File: config.mk
export PLATFORM = sky130hd
export DESIGN_NAME = chirp_sched_top
export DESIGN_NICKNAME = d
export VERILOG_FILES = /design/src/rtl/chirp_sched_pkg.sv /design/src/rtl/sched_ready_sync.sv /design/src/rtl/sched_beam_watchdog.sv /design/src/rtl/sched_fsm.sv /design/src/rtl/chirp_sched_top.sv
export SDC_FILE = /design/constraint.sdc
export NUM_CORES = 1
export LEC_CHECK = 0
export CAP_MARGIN = 10
export CELL_PAD_IN_SITES_DETAIL_PLACEMENT = 0
export CELL_PAD_IN_SITES_GLOBAL_PLACEMENT = 2
export CORE_ASPECT_RATIO = 0.8
export CORE_UTILIZATION = 34
export DETAILED_ROUTE_END_ITERATION = 10
export DONT_BUFFER_PORTS = 1
export MAX_ROUTING_LAYER = met4
export PLACE_DENSITY_LB_ADDON = 0.1
export SLEW_MARGIN = 25
export SYNTH_ARGS = -nofsm -noshare
export SYNTH_HDL_FRONTEND = slang
export SYNTH_SLANG_ARGS = --single-unit
export TNS_END_PERCENT = 50
File: constraint.sdc
create_clock -name clk -period 2.5 [get_ports clk]
set_input_delay 0.125 -clock clk [delete_from_list [all_inputs] [get_ports clk]]
set_output_delay 0.125 -clock clk [all_outputs]
set_load 0.01 [all_outputs]
File: src/rtl/chirp_sched_pkg.sv
package chirp_sched_pkg;

    localparam int NUM_WAVES = 3;

    typedef enum logic [1:0] {
        WAVE_SHORT  = 2'b00,
        WAVE_MEDIUM = 2'b01,
        WAVE_LONG   = 2'b10
    } wave_e;

    typedef enum logic [1:0] {
        ST_IDLE,
        ST_CHIRP,
        ST_LISTEN,
        ST_WAIT
    } sched_st_e;

    typedef struct packed {
        logic  found;
        wave_e wave;
    } pick_t;

    // Lowest enabled class whose index is at least lo.
    function automatic pick_t pick_from(input logic [NUM_WAVES-1:0] mask, input int lo);
        pick_t p;
        p.found = 1'b0;
        p.wave  = WAVE_SHORT;
        for (int i = NUM_WAVES - 1; i >= 0; i--) begin
            if (mask[i] && (i >= lo)) begin
                p.found = 1'b1;
                p.wave  = wave_e'(i[1:0]);
            end
        end
        return p;
    endfunction

endpackage

File: src/rtl/sched_ready_sync.sv
module sched_ready_sync (
    input  logic clk,
    input  logic rst,
    input  logic async_in,
    output logic edge_pulse
);
    logic meta_q;
    logic sync_q;
    logic prev_q;

    always_ff @(posedge clk) begin
        if (rst) begin
            meta_q <= 1'b0;
            sync_q <= 1'b0;
            prev_q <= 1'b0;
        end else begin
            meta_q <= async_in;
            sync_q <= meta_q;
            prev_q <= sync_q;
        end
    end

    assign edge_pulse = sync_q ^ prev_q;


    edge_follows_change_chk: assert property (@(posedge clk) disable iff (rst)
        edge_pulse |-> (sync_q != $past(sync_q)));

endmodule

File: src/rtl/sched_beam_watchdog.sv
module sched_beam_watchdog #(
    parameter int WD_LIMIT = 8_000_000
) (
    input  logic clk,
    input  logic rst,
    input  logic in_wait,
    input  logic take_timeout,
    output logic expire,
    output logic fired
);
    localparam int CW = $clog2(WD_LIMIT + 1);
    localparam logic [CW-1:0] LAST = CW'(WD_LIMIT - 1);

    logic [CW-1:0] cnt_q;

    assign expire = in_wait && (cnt_q == LAST);

    always_ff @(posedge clk) begin
        if (rst || !in_wait) begin
            cnt_q <= '0;
        end else if (!expire) begin
            cnt_q <= cnt_q + 1'b1;
        end
    end

    always_ff @(posedge clk) begin
        if (rst) begin
            fired <= 1'b0;
        end else if (take_timeout) begin
            fired <= 1'b1;
        end
    end


    wd_count_bound_chk: assert property (@(posedge clk) disable iff (rst)
        cnt_q <= LAST);


    wd_timeout_needs_expire_chk: assert property (@(posedge clk) disable iff (rst)
        take_timeout |-> expire);


    wd_sticky_chk: assert property (@(posedge clk) disable iff (rst)
        fired |=> fired);

endmodule

File: src/rtl/sched_fsm.sv
module sched_fsm
    import chirp_sched_pkg::*;
#(
    parameter int DUR_W          = 16,
    parameter int CHIRPS_PER_SUB = 16
) (
    input  logic                                 clk,
    input  logic                                 rst,
    input  logic                                 run_en,
    input  logic [NUM_WAVES-1:0]                 sub_mask,
    input  logic [NUM_WAVES-1:0][DUR_W-1:0]      chirp_load,
    input  logic [NUM_WAVES-1:0][DUR_W-1:0]      listen_load,
    input  logic                                 hs_en,
    input  logic                                 ready_edge,
    input  logic                                 wd_expire,
    output logic                                 in_wait,
    output logic                                 take_timeout,
    output logic                                 chirp_pulse,
    output logic [1:0]                           wave_sel,
    output logic                                 frame_pulse
);
    localparam int IDX_W = (CHIRPS_PER_SUB > 1) ? $clog2(CHIRPS_PER_SUB) : 1;
    localparam logic [IDX_W-1:0] IDX_LAST = IDX_W'(CHIRPS_PER_SUB - 1);

    sched_st_e         st_q, st_n;
    logic [DUR_W-1:0]  tmr_q, tmr_n;
    logic [IDX_W-1:0]  idx_q, idx_n;
    wave_e             cur_q, cur_n;
    logic              cp_q, cp_n;
    logic              fp_q, fp_n;

    pick_t pick_first;
    pick_t pick_after;
    logic  go;
    wave_e go_wave;

    assign pick_first = pick_from(sub_mask, 0);
    assign pick_after = pick_from(sub_mask, int'(cur_q) + 1);

    always_comb begin
        st_n         = st_q;
        tmr_n        = tmr_q;
        idx_n        = idx_q;
        cur_n        = cur_q;
        cp_n         = 1'b0;
        fp_n         = 1'b0;
        go           = 1'b0;
        go_wave      = cur_q;
        take_timeout = 1'b0;

        unique case (st_q)
            ST_IDLE: begin
                idx_n = '0;
                if (run_en && pick_first.found) begin
                    go      = 1'b1;
                    go_wave = pick_first.wave;
                end
            end
            ST_CHIRP: begin
                if (!run_en) begin
                    st_n  = ST_IDLE;
                    idx_n = '0;
                end else if (tmr_q == '0) begin
                    st_n  = ST_LISTEN;
                    tmr_n = listen_load[cur_q];
                end else begin
                    tmr_n = tmr_q - 1'b1;
                end
            end
            ST_LISTEN: begin
                if (!run_en) begin
                    st_n  = ST_IDLE;
                    idx_n = '0;
                end else if (tmr_q != '0) begin
                    tmr_n = tmr_q - 1'b1;
                end else if (idx_q != IDX_LAST) begin
                    idx_n   = idx_q + 1'b1;
                    go      = 1'b1;
                    go_wave = cur_q;
                end else begin
                    idx_n = '0;
                    if (pick_after.found) begin
                        go      = 1'b1;
                        go_wave = pick_after.wave;
                    end else begin
                        fp_n = 1'b1;
                        if (!pick_first.found) begin
                            st_n = ST_IDLE;
                        end else if (hs_en) begin
                            st_n = ST_WAIT;
                        end else begin
                            go      = 1'b1;
                            go_wave = pick_first.wave;
                        end
                    end
                end
            end
            ST_WAIT: begin
                if (!run_en || !pick_first.found) begin
                    st_n = ST_IDLE;
                end else if (!hs_en || ready_edge) begin
                    go      = 1'b1;
                    go_wave = pick_first.wave;
                end else if (wd_expire) begin
                    go           = 1'b1;
                    go_wave      = pick_first.wave;
                    take_timeout = 1'b1;
                end
            end
            default: st_n = ST_IDLE;
        endcase

        if (go) begin
            st_n  = ST_CHIRP;
            cur_n = go_wave;
            tmr_n = chirp_load[go_wave];
            cp_n  = 1'b1;
        end
    end

    always_ff @(posedge clk) begin
        if (rst) begin
            st_q  <= ST_IDLE;
            tmr_q <= '0;
            idx_q <= '0;
            cur_q <= WAVE_SHORT;
            cp_q  <= 1'b0;
            fp_q  <= 1'b0;
        end else begin
            st_q  <= st_n;
            tmr_q <= tmr_n;
            idx_q <= idx_n;
            cur_q <= cur_n;
            cp_q  <= cp_n;
            fp_q  <= fp_n;
        end
    end

    assign in_wait     = (st_q == ST_WAIT);
    assign chirp_pulse = cp_q;
    assign frame_pulse = fp_q;
    assign wave_sel    = cur_q;


    run_low_no_chirp_chk: assert property (@(posedge clk) disable iff (rst)
        !run_en |=> !chirp_pulse);


    frame_single_chk: assert property (@(posedge clk) disable iff (rst)
        frame_pulse |=> !frame_pulse);


    chirp_single_chk: assert property (@(posedge clk) disable iff (rst)
        chirp_pulse |=> !chirp_pulse);


    wave_hold_chk: assert property (@(posedge clk) disable iff (rst)
        !chirp_pulse |-> $stable(wave_sel));


    wave_legal_chk: assert property (@(posedge clk) disable iff (rst)
        wave_sel != 2'b11);


    wait_quiet_chk: assert property (@(posedge clk) disable iff (rst)
        in_wait |-> !chirp_pulse);


    mask_zero_chk: assert property (@(posedge clk) disable iff (rst)
        (sub_mask == '0 && st_q == ST_IDLE) |=> !chirp_pulse);

endmodule

File: src/rtl/chirp_sched_top.sv
module chirp_sched_top
    import chirp_sched_pkg::*;
#(
    parameter int DUR_W          = 16,
    parameter int CHIRPS_PER_SUB = 16,
    parameter int WD_LIMIT       = 8_000_000
) (
    input  logic                       clk,
    input  logic                       rst,
    input  logic                       run_en,
    input  logic [NUM_WAVES-1:0]       sub_mask,
    input  logic [NUM_WAVES*DUR_W-1:0] chirp_len,
    input  logic [NUM_WAVES*DUR_W-1:0] listen_len,
    input  logic                       hs_en,
    input  logic                       beam_ready_async,
    output logic                       chirp_pulse,
    output logic [1:0]                 wave_sel,
    output logic                       frame_pulse,
    output logic                       wd_fired
);
    logic [NUM_WAVES-1:0][DUR_W-1:0] chirp_load;
    logic [NUM_WAVES-1:0][DUR_W-1:0] listen_load;
    logic ready_edge;
    logic in_wait;
    logic take_timeout;
    logic wd_expire;

    // Timers count down to zero, so load length-1; zero is treated as one cycle.
    for (genvar g = 0; g < NUM_WAVES; g++) begin : g_load
        logic [DUR_W-1:0] c_raw;
        logic [DUR_W-1:0] l_raw;
        assign c_raw = chirp_len[g*DUR_W +: DUR_W];
        assign l_raw = listen_len[g*DUR_W +: DUR_W];
        assign chirp_load[g]  = (c_raw == '0) ? '0 : c_raw - 1'b1;
        assign listen_load[g] = (l_raw == '0) ? '0 : l_raw - 1'b1;
    end

    sched_ready_sync u_sync (
        .clk        (clk),
        .rst        (rst),
        .async_in   (beam_ready_async),
        .edge_pulse (ready_edge)
    );

    sched_beam_watchdog #(
        .WD_LIMIT (WD_LIMIT)
    ) u_wdog (
        .clk          (clk),
        .rst          (rst),
        .in_wait      (in_wait),
        .take_timeout (take_timeout),
        .expire       (wd_expire),
        .fired        (wd_fired)
    );

    sched_fsm #(
        .DUR_W          (DUR_W),
        .CHIRPS_PER_SUB (CHIRPS_PER_SUB)
    ) u_fsm (
        .clk          (clk),
        .rst          (rst),
        .run_en       (run_en),
        .sub_mask     (sub_mask),
        .chirp_load   (chirp_load),
        .listen_load  (listen_load),
        .hs_en        (hs_en),
        .ready_edge   (ready_edge),
        .wd_expire    (wd_expire),
        .in_wait      (in_wait),
        .take_timeout (take_timeout),
        .chirp_pulse  (chirp_pulse),
        .wave_sel     (wave_sel),
        .frame_pulse  (frame_pulse)
    );

endmodule

# Word level (Yosys, flattened, before mapping)
# Index checks and enable logic that the tools add are counted.
classes:
  div: 0
  n_bitwise: 3
  n_mux: 65
  eq_ne: 21
  n_addsub: 10
  n_lt_le_gt_ge: 5
  n_mul: 0
  n_reduce_logical: 31
  shifts: 0
op_table:
  columns: ["op", "n"]
  rows:
  - ["$mux W16", 13]
  - ["$logic_not A16 Y1", 7]
  - ["$sub A16 B1 Y16 const B", 7]
  - ["$bmux W16 S2", 2]
  - ["$mux W2", 19]
  - ["$ge A1 B32 Y1 const A", 1]
  - ["$ge A2 B32 Y1 const A", 1]
  - ["$ge A3 B32 Y1 const A", 1]
  - ["$pmux W16 S2", 1]
  - ["$add A23 B1 Y23 const B", 1]
  - ["$eq A23 B23 Y1 const B", 1]
  - ["$mux W3", 6]
  - ["$mux W1", 16]
  - ["$mux W4", 4]
  - ["$reduce_bool A16 Y1", 1]
  - ["$reduce_and A7 Y1", 2]
  - ["$ne A4 B4 Y1 const B", 3]
  - ["$pmux W2 S3", 2]
  - ["$pmux W4 S3", 1]
  - ["$ne A3 B2 Y1 const B", 3]
  - ["$ne A3 B3 Y1 const B", 3]
  - ["$reduce_bool A3 Y1", 3]
  - ["$ne A4 B3 Y1 const B", 2]
  - ["$lt A2 B3 Y1 const B", 2]
  - ["21 further kinds", 33]
word_totals:
  word_cells: 147
  memories: 0
  out_inout_bits: 5
  input_bits: 104
  mem_bits_ro: 0
  ramBits: 0
  latch_bits: 0
  register_bits: 53

# Depth between registers and ports, before layout
logic_depth:
  word_depth: 14
  depth_mapped: 11
  depth_no_buf: 9

# Modules after synthesis
# Synthesis repeated with hierarchy kept, for this count alone.
hier_totals:
  hier_cells: 893
  hier_area_um2: 6246.0
by_module_without_submodules:
  columns: ["mod", "cells_per_inst", "n_inst", "seq_area_each_um2", "area_per_inst_um2"]
  rows:
  - ["sched_fsm", 381, 1, 520.5, 2750.1]
  - ["chirp_sched_top", 356, 1, 0.0, 2144.6]
  - ["sched_beam_watchdog", 149, 1, 480.5, 1263.7]
  - ["sched_ready_sync", 7, 1, 60.1, 87.6]

# Least setup slack after synthesis
# No wires, ideal clock.
synth_path:
  path_type: "flip-flop to flip-flop"
  start: "reg u_fsm.st_q[0]"
  end: "reg u_fsm.tmr_q[7]"
  period_less_slack_ns: 2.472
  arrival_time_ns: 2.344
  path_buffers: 3
  required_ns: 2.372
  slack_ns: 0.028
  stages_incl_launch_ff: 12
  setup_ns: 0.128
  cell_sequence: "dfxtp_1 > ha_1 > buf_6 > and4bb_2 > and4_4 > a31oi_1 > o21ai_0 > o221ai_2 > buf_6 > buf_12 > mux2i_1 > o221ai_2"
synth_between:
  elab_chain_cells: 9
  word_cells_on_any_way: 22
  classes_between: "eq/ne (6); mux (12); reduce/logical (4)"
synth_rtl:
  columns: ["element", "line_no", "rtl"]
  rows:
  - ["from (decl)", "sched_fsm.sv:25", "sched_st_e st_q, st_n;"]
  - ["from (signal assigned)", "sched_fsm.sv:130", "st_q <= st_n;"]
  - ["$eq A2 B2 Y1", "sched_fsm.sv:51, sched_fsm.sv:139", null]
  - ["$logic_and A1 B1 Y1", "sched_beam_watchdog.sv:16", "assign expire = in_wait && (cnt_q == LAST);"]
  - ["$mux W2", "sched_fsm.sv:104", "end else if (wd_expire) begin"]
  - ["$mux W2", "sched_fsm.sv:101", "end else if (!hs_en || ready_edge) begin"]
  - ["$mux W2", "sched_fsm.sv:99", "if (!run_en || !pick_first.found) begin"]
  - ["$pmux W2 S3", "sched_fsm.sv:51", "unique case (st_q)"]
  - ["$bmux W16 S2", "sched_fsm.sv:116", "tmr_n = chirp_load[go_wave];"]
  - ["$mux W16 (not written as such)", "sched_fsm.sv:116", null]
  - ["$mux W16", "sched_fsm.sv:113", "if (go) begin"]
  - ["to (signal assigned)", "sched_fsm.sv:131", "tmr_q <= tmr_n;"]
  - ["to (decl)", "sched_fsm.sv:26", "logic [DUR_W-1:0] tmr_q, tmr_n;"]
# Parallel ways exist; a longest one is shown, timed or not. The select of a mux whose other input is x is not followed.
# A chain may end at the register's enable or synchronous reset.

# Worst setup path in the final report
layout_path:
  start: "reg u_wdog.cnt_q[1]"
  end: "reg u_fsm.tmr_q[6]"
layout_between:
  elab_chain_cells: 9
  word_cells_on_any_way: 18
  classes_between: "eq/ne (4); mux (11); reduce/logical (3)"
layout_rtl:
  columns: ["element", "line_no", "rtl"]
  rows:
  - ["from (decl)", "sched_beam_watchdog.sv:14", "logic [CW-1:0] cnt_q;"]
  - ["from (signal assigned)", "sched_beam_watchdog.sv:22", "cnt_q <= cnt_q + 1'b1;"]
  - ["$eq A23 B23 Y1 (*)", "sched_beam_watchdog.sv:16", null]
  - ["$logic_and A1 B1 Y1 (*)", "sched_beam_watchdog.sv:16", null]
  - ["$mux W2", "sched_fsm.sv:104", null]
  - ["$mux W2", "sched_fsm.sv:101", null]
  - ["$mux W2", "sched_fsm.sv:99", null]
  - ["$pmux W2 S3", "sched_fsm.sv:51", null]
  - ["$bmux W16 S2", "sched_fsm.sv:116", null]
  - ["$mux W16 (not written as such)", "sched_fsm.sv:116", null]
  - ["$mux W16", "sched_fsm.sv:113", null]
# Every way passes the cells marked *; elsewhere a longest branch is shown, timed or not. The select of a mux whose other input is x is not followed.

==> results.cfg <==
[yosys]
netlist.top_cell.by_area = dfxtp_1
synth_fp_nets = 887
synthCells = 765
ys_top_cells_by_area = dfxtp_1 18%, xnor2_1 6.8%, nor2_1 6.7%
synth.area.mux_share = 0.0434
synth.top_cell.area_share = 0.180
synth_top_flop_cell = dfxtp_1
synth_seq_cells = 53
yosys.area_share.simple = 0.344
synth_top_family_by_area = simple AND/OR/NAND/NOR gates
synth_xor_area_frac = 0.127
avgSynthCellArea_sq_um = 7.72
synth_warnings = 0
synthAdderAreaFrac = 0.0381
yosysSeqAreaShare = 0.180
synth_edf_count = 0
ys_types = 90
synth_compound_area_frac = 0.212
syn_area_sq_um = 5910
ys_async_sr_fraction = 0

[sta]
finalCritPeriodShare = 0.971
slew_viol_final = 0
timing.final.hold_violations = 0
fin_crit_ns = 2.43
holdWs_ns = 0.0556
rsz0062_at_grt = true
fmax_ghz = 0.412
finClkSkew_ns = 0.0136
post-route-worst-setup-slack_ns = 0.0727
finalSetupViolCount = 0
relSlewSlack = 0.494
worstMarginPinSlew_ns = 0.753

[layout]
final_layout_size_suffix_gt1_frac = 0.203
final_cell_mix = 105 x nor2_1, 80 x buf_4, 51 x nand2_1
nFillCells = 1730
regArea_sq_um = 1070
multi_input_area_sq_um = 4690
antenna_cells = 0
final_common_cell = nor2_1
syn_to_final_growth_pct = 19.3
nets = 955

[worst_hold_path]
hold_class = input port to flip-flop

[placed_design]
place_ws_ns = -0.0126
portBuffers = 0
post-dp-hpwl_mm = 16.2
gp_congestion = 0.903

[power]
switchingPower_mw = 2.04
p_total_mw = 4.79
pwr-share-seq = 0.218
p_clk_frac = 0.151
p_leak_nw = 2.50
internal_power_mw = 2.75
ir_drop_mv = 0.309
sw_frac_of_total = 0.425
p_per_area_nw_per_um2 = 679
power_frac_comb = 0.631

[clocking]
cts_tree = done
cts_buffers = 5
root_buffer = clkbuf_16
clock_latency_ns = 0.31
clk_pin_slew_worst_paths_ns = 0.08
clock_tree.buffer_depth = 2
htreeDepth = 2
cts.sinks = 53

[grt]
grt_max_degree = 22
antenna_found_initial = 0
grt_usage = 0.229
grt_pass1_wl_mm = 30.9
grt_pass1_vias = 5777
grt_overflow = 0

[setup_path]
critPathBufInv = 2
reg2reg_slack_ns = 0.07
cp.required_ns = 2.72
path_depth = 10
worst_r2r_startpoint = u_wdog.cnt_q[1]$_SDFFE_PP0P_
crit_path_max_incr_delay_ns = 0.36
critPathArrivalTime_ns = 2.65
cp_max_fo = 7
critPathCapture = u_fsm.tmr_q[6]$_SDFFE_PP0P_
worstSetupStartpointType = flip-flop
cpMaxStageDelayCell = a211o_4
critPathTopFamily = compound AO/OA/AOI/OAI gates
critical_path_class = flip-flop to flip-flop
reg2reg_depth = 10
rr_endpoint = u_fsm.tmr_q[6]$_SDFFE_PP0P_
crit_start = u_wdog.cnt_q[1]$_SDFFE_PP0P_
crit_chain = ha_1 > and3_4 > and2_4 > buf_4 > nand3_4 > a211o_4 > a21oi_4 > nand4b_4 > clkbuf_16 > o221ai_1
end_kind = flip-flop

[run]
drv_cap = 0

[detailed_routing]
wl_per_cell_microns = 18.8
vias = 6084
wl_mm = 19.9
drt_pre_antenna_iters = 5
vias_per_cell = 5.77
ant_nets = 0
drc = 0
drtIter0Drc = 355

[run_status]
status = finished clean

[floorplan]
io_pins = 109
rows = 42
dieWidth_microns = 149
start_util = 0.353
core_area_sq_um = 16800
die_area_sq_um = 17900
die_y_microns = 120
[logic make-up (layout without fill, tap and decap cells)]
logic type,after synthesis,count (layout)
AOI/OAI and AO/OA,172,172
DFF,53,53
xor gates and xnor gates,86,86
buffers and inverters,56,125
muxes,24,24
adders and majority gates,18,18
and+or+nand+nor,356,356
[power by group through the flow]
stage	clock network [mW]	registers, mW	logic [mW]
after floorplan	0	1.06	1.74
after global placement	0	1.05	2.75
after detailed placement	0	1.05	2.74
after CTS	0.758	1.03	2.76
after global routing	0.796	1.06	3.30
final	0.725	1.04	3.02
[registers in the layout (all words and copies together), names as in the netlist]
signal	cells
u_fsm.tmr_q	16
u_fsm.idx_q	4
u_sync.prev_q	1
u_sync.meta_q	1
u_fsm.wave_sel	2
u_wdog.fired	1
u_sync.sync_q	1
u_wdog.cnt_q	23
u_fsm.frame_pulse	1
u_fsm.chirp_pulse	1
u_fsm.st_q	2
[per-stage QoR]
stage / cell area [sq um] / utilization / cells / setup TNS (ns)
global placement: 6580 / 0.393 / 1035 / -0.0131
finish: 7050 / 0.420 / 1054 / 0
detailed placement: 6580 / 0.393 / 1035 / -0.0143
global route: 7050 / 0.420 / 1054 / -0.262
CTS: 6760 / 0.403 / 1046 / 0
floorplan: 5910 / - / 765 / 0
[layout make-up]
type                       instances  share of cell area
multi-input combinational        656               0.665
clock buffer                       5              0.0178
sequential                        53               0.152
clock inverter                     3             0.00355
timing repair buffer              90               0.108
inverter                          27              0.0144
tap                              220              0.0391
[per-layer routing]
metal	share of wire	vias up	track usage
met5	0	-	-
met4	0.014	0	0.0421
met3	0.053	27	0.0414
met2	0.44	172	0.342
met1	0.49	2887	0.321
li1	-	2998	-
[synthesized netlist by cell type, types with 4 or more instances]
cell,n
xor2_1,40
a31oi_1,11
o21ai_0,33
nand3_1,21
clkbuf_1,11
buf_6,4
o221ai_1,12
or3_1,13
dfxtp_1,53
nand3b_1,7
nand2_1,51
or2_2,4
and4_1,5
nor4_2,5
ha_1,18
nor2_1,105
a21o_1,9
buf_2,7
a22oi_1,6
nor2b_1,11
xnor2_1,46
inv_1,27
or4_1,18
nor4_1,20
a211o_1,5
nand4b_1,4
a21oi_1,30
nand2b_1,6
a211oi_1,11
mux2i_1,20
and3_1,8
nor3b_1,6
nand4_1,16
o221ai_2,6
o22ai_1,10
o31ai_1,4
nor3_1,25
[how the worst min path moves through the flow]
| stage | start | to | slack (ns) | cells past startpoint |
|---|---|---|---|---|
| 6_report | chirp_len[35] | u_fsm.tmr_q[3]$_SDFFE_PP0P_ | 0.06 | 2 |
| 5_1_grt | hs_en | u_fsm.st_q[0]$_SDFFE_PP0P_ | 0.05 | 2 |
| 4_1_cts | rst | u_fsm.chirp_pulse$_SDFF_PP0_ | 0.01 | 2 |
| 3_5_place_dp | rst | u_fsm.wave_sel[0]$_SDFFE_PP0N_ | 0.20 | 1 |
| 3_3_place_gp | rst | u_fsm.wave_sel[0]$_SDFFE_PP0N_ | 0.20 | 1 |
| 2_1_floorplan | rst | u_fsm.chirp_pulse$_SDFF_PP0_ | 0.21 | 1 |
[timing repair]
| item | 4_1_cts | 5_1_grt |
|---|---|---|
| gates resized for setup | 0 | 41 |
| endpoints found under the hold margin | 13 | 0 |
| buffers inserted | 0 | 6 |
| hold buffers | 3 | 0 |
| setup endpoints to repair | 0 | 16 |
Note: power is estimated with default switching activity, not from simulation.
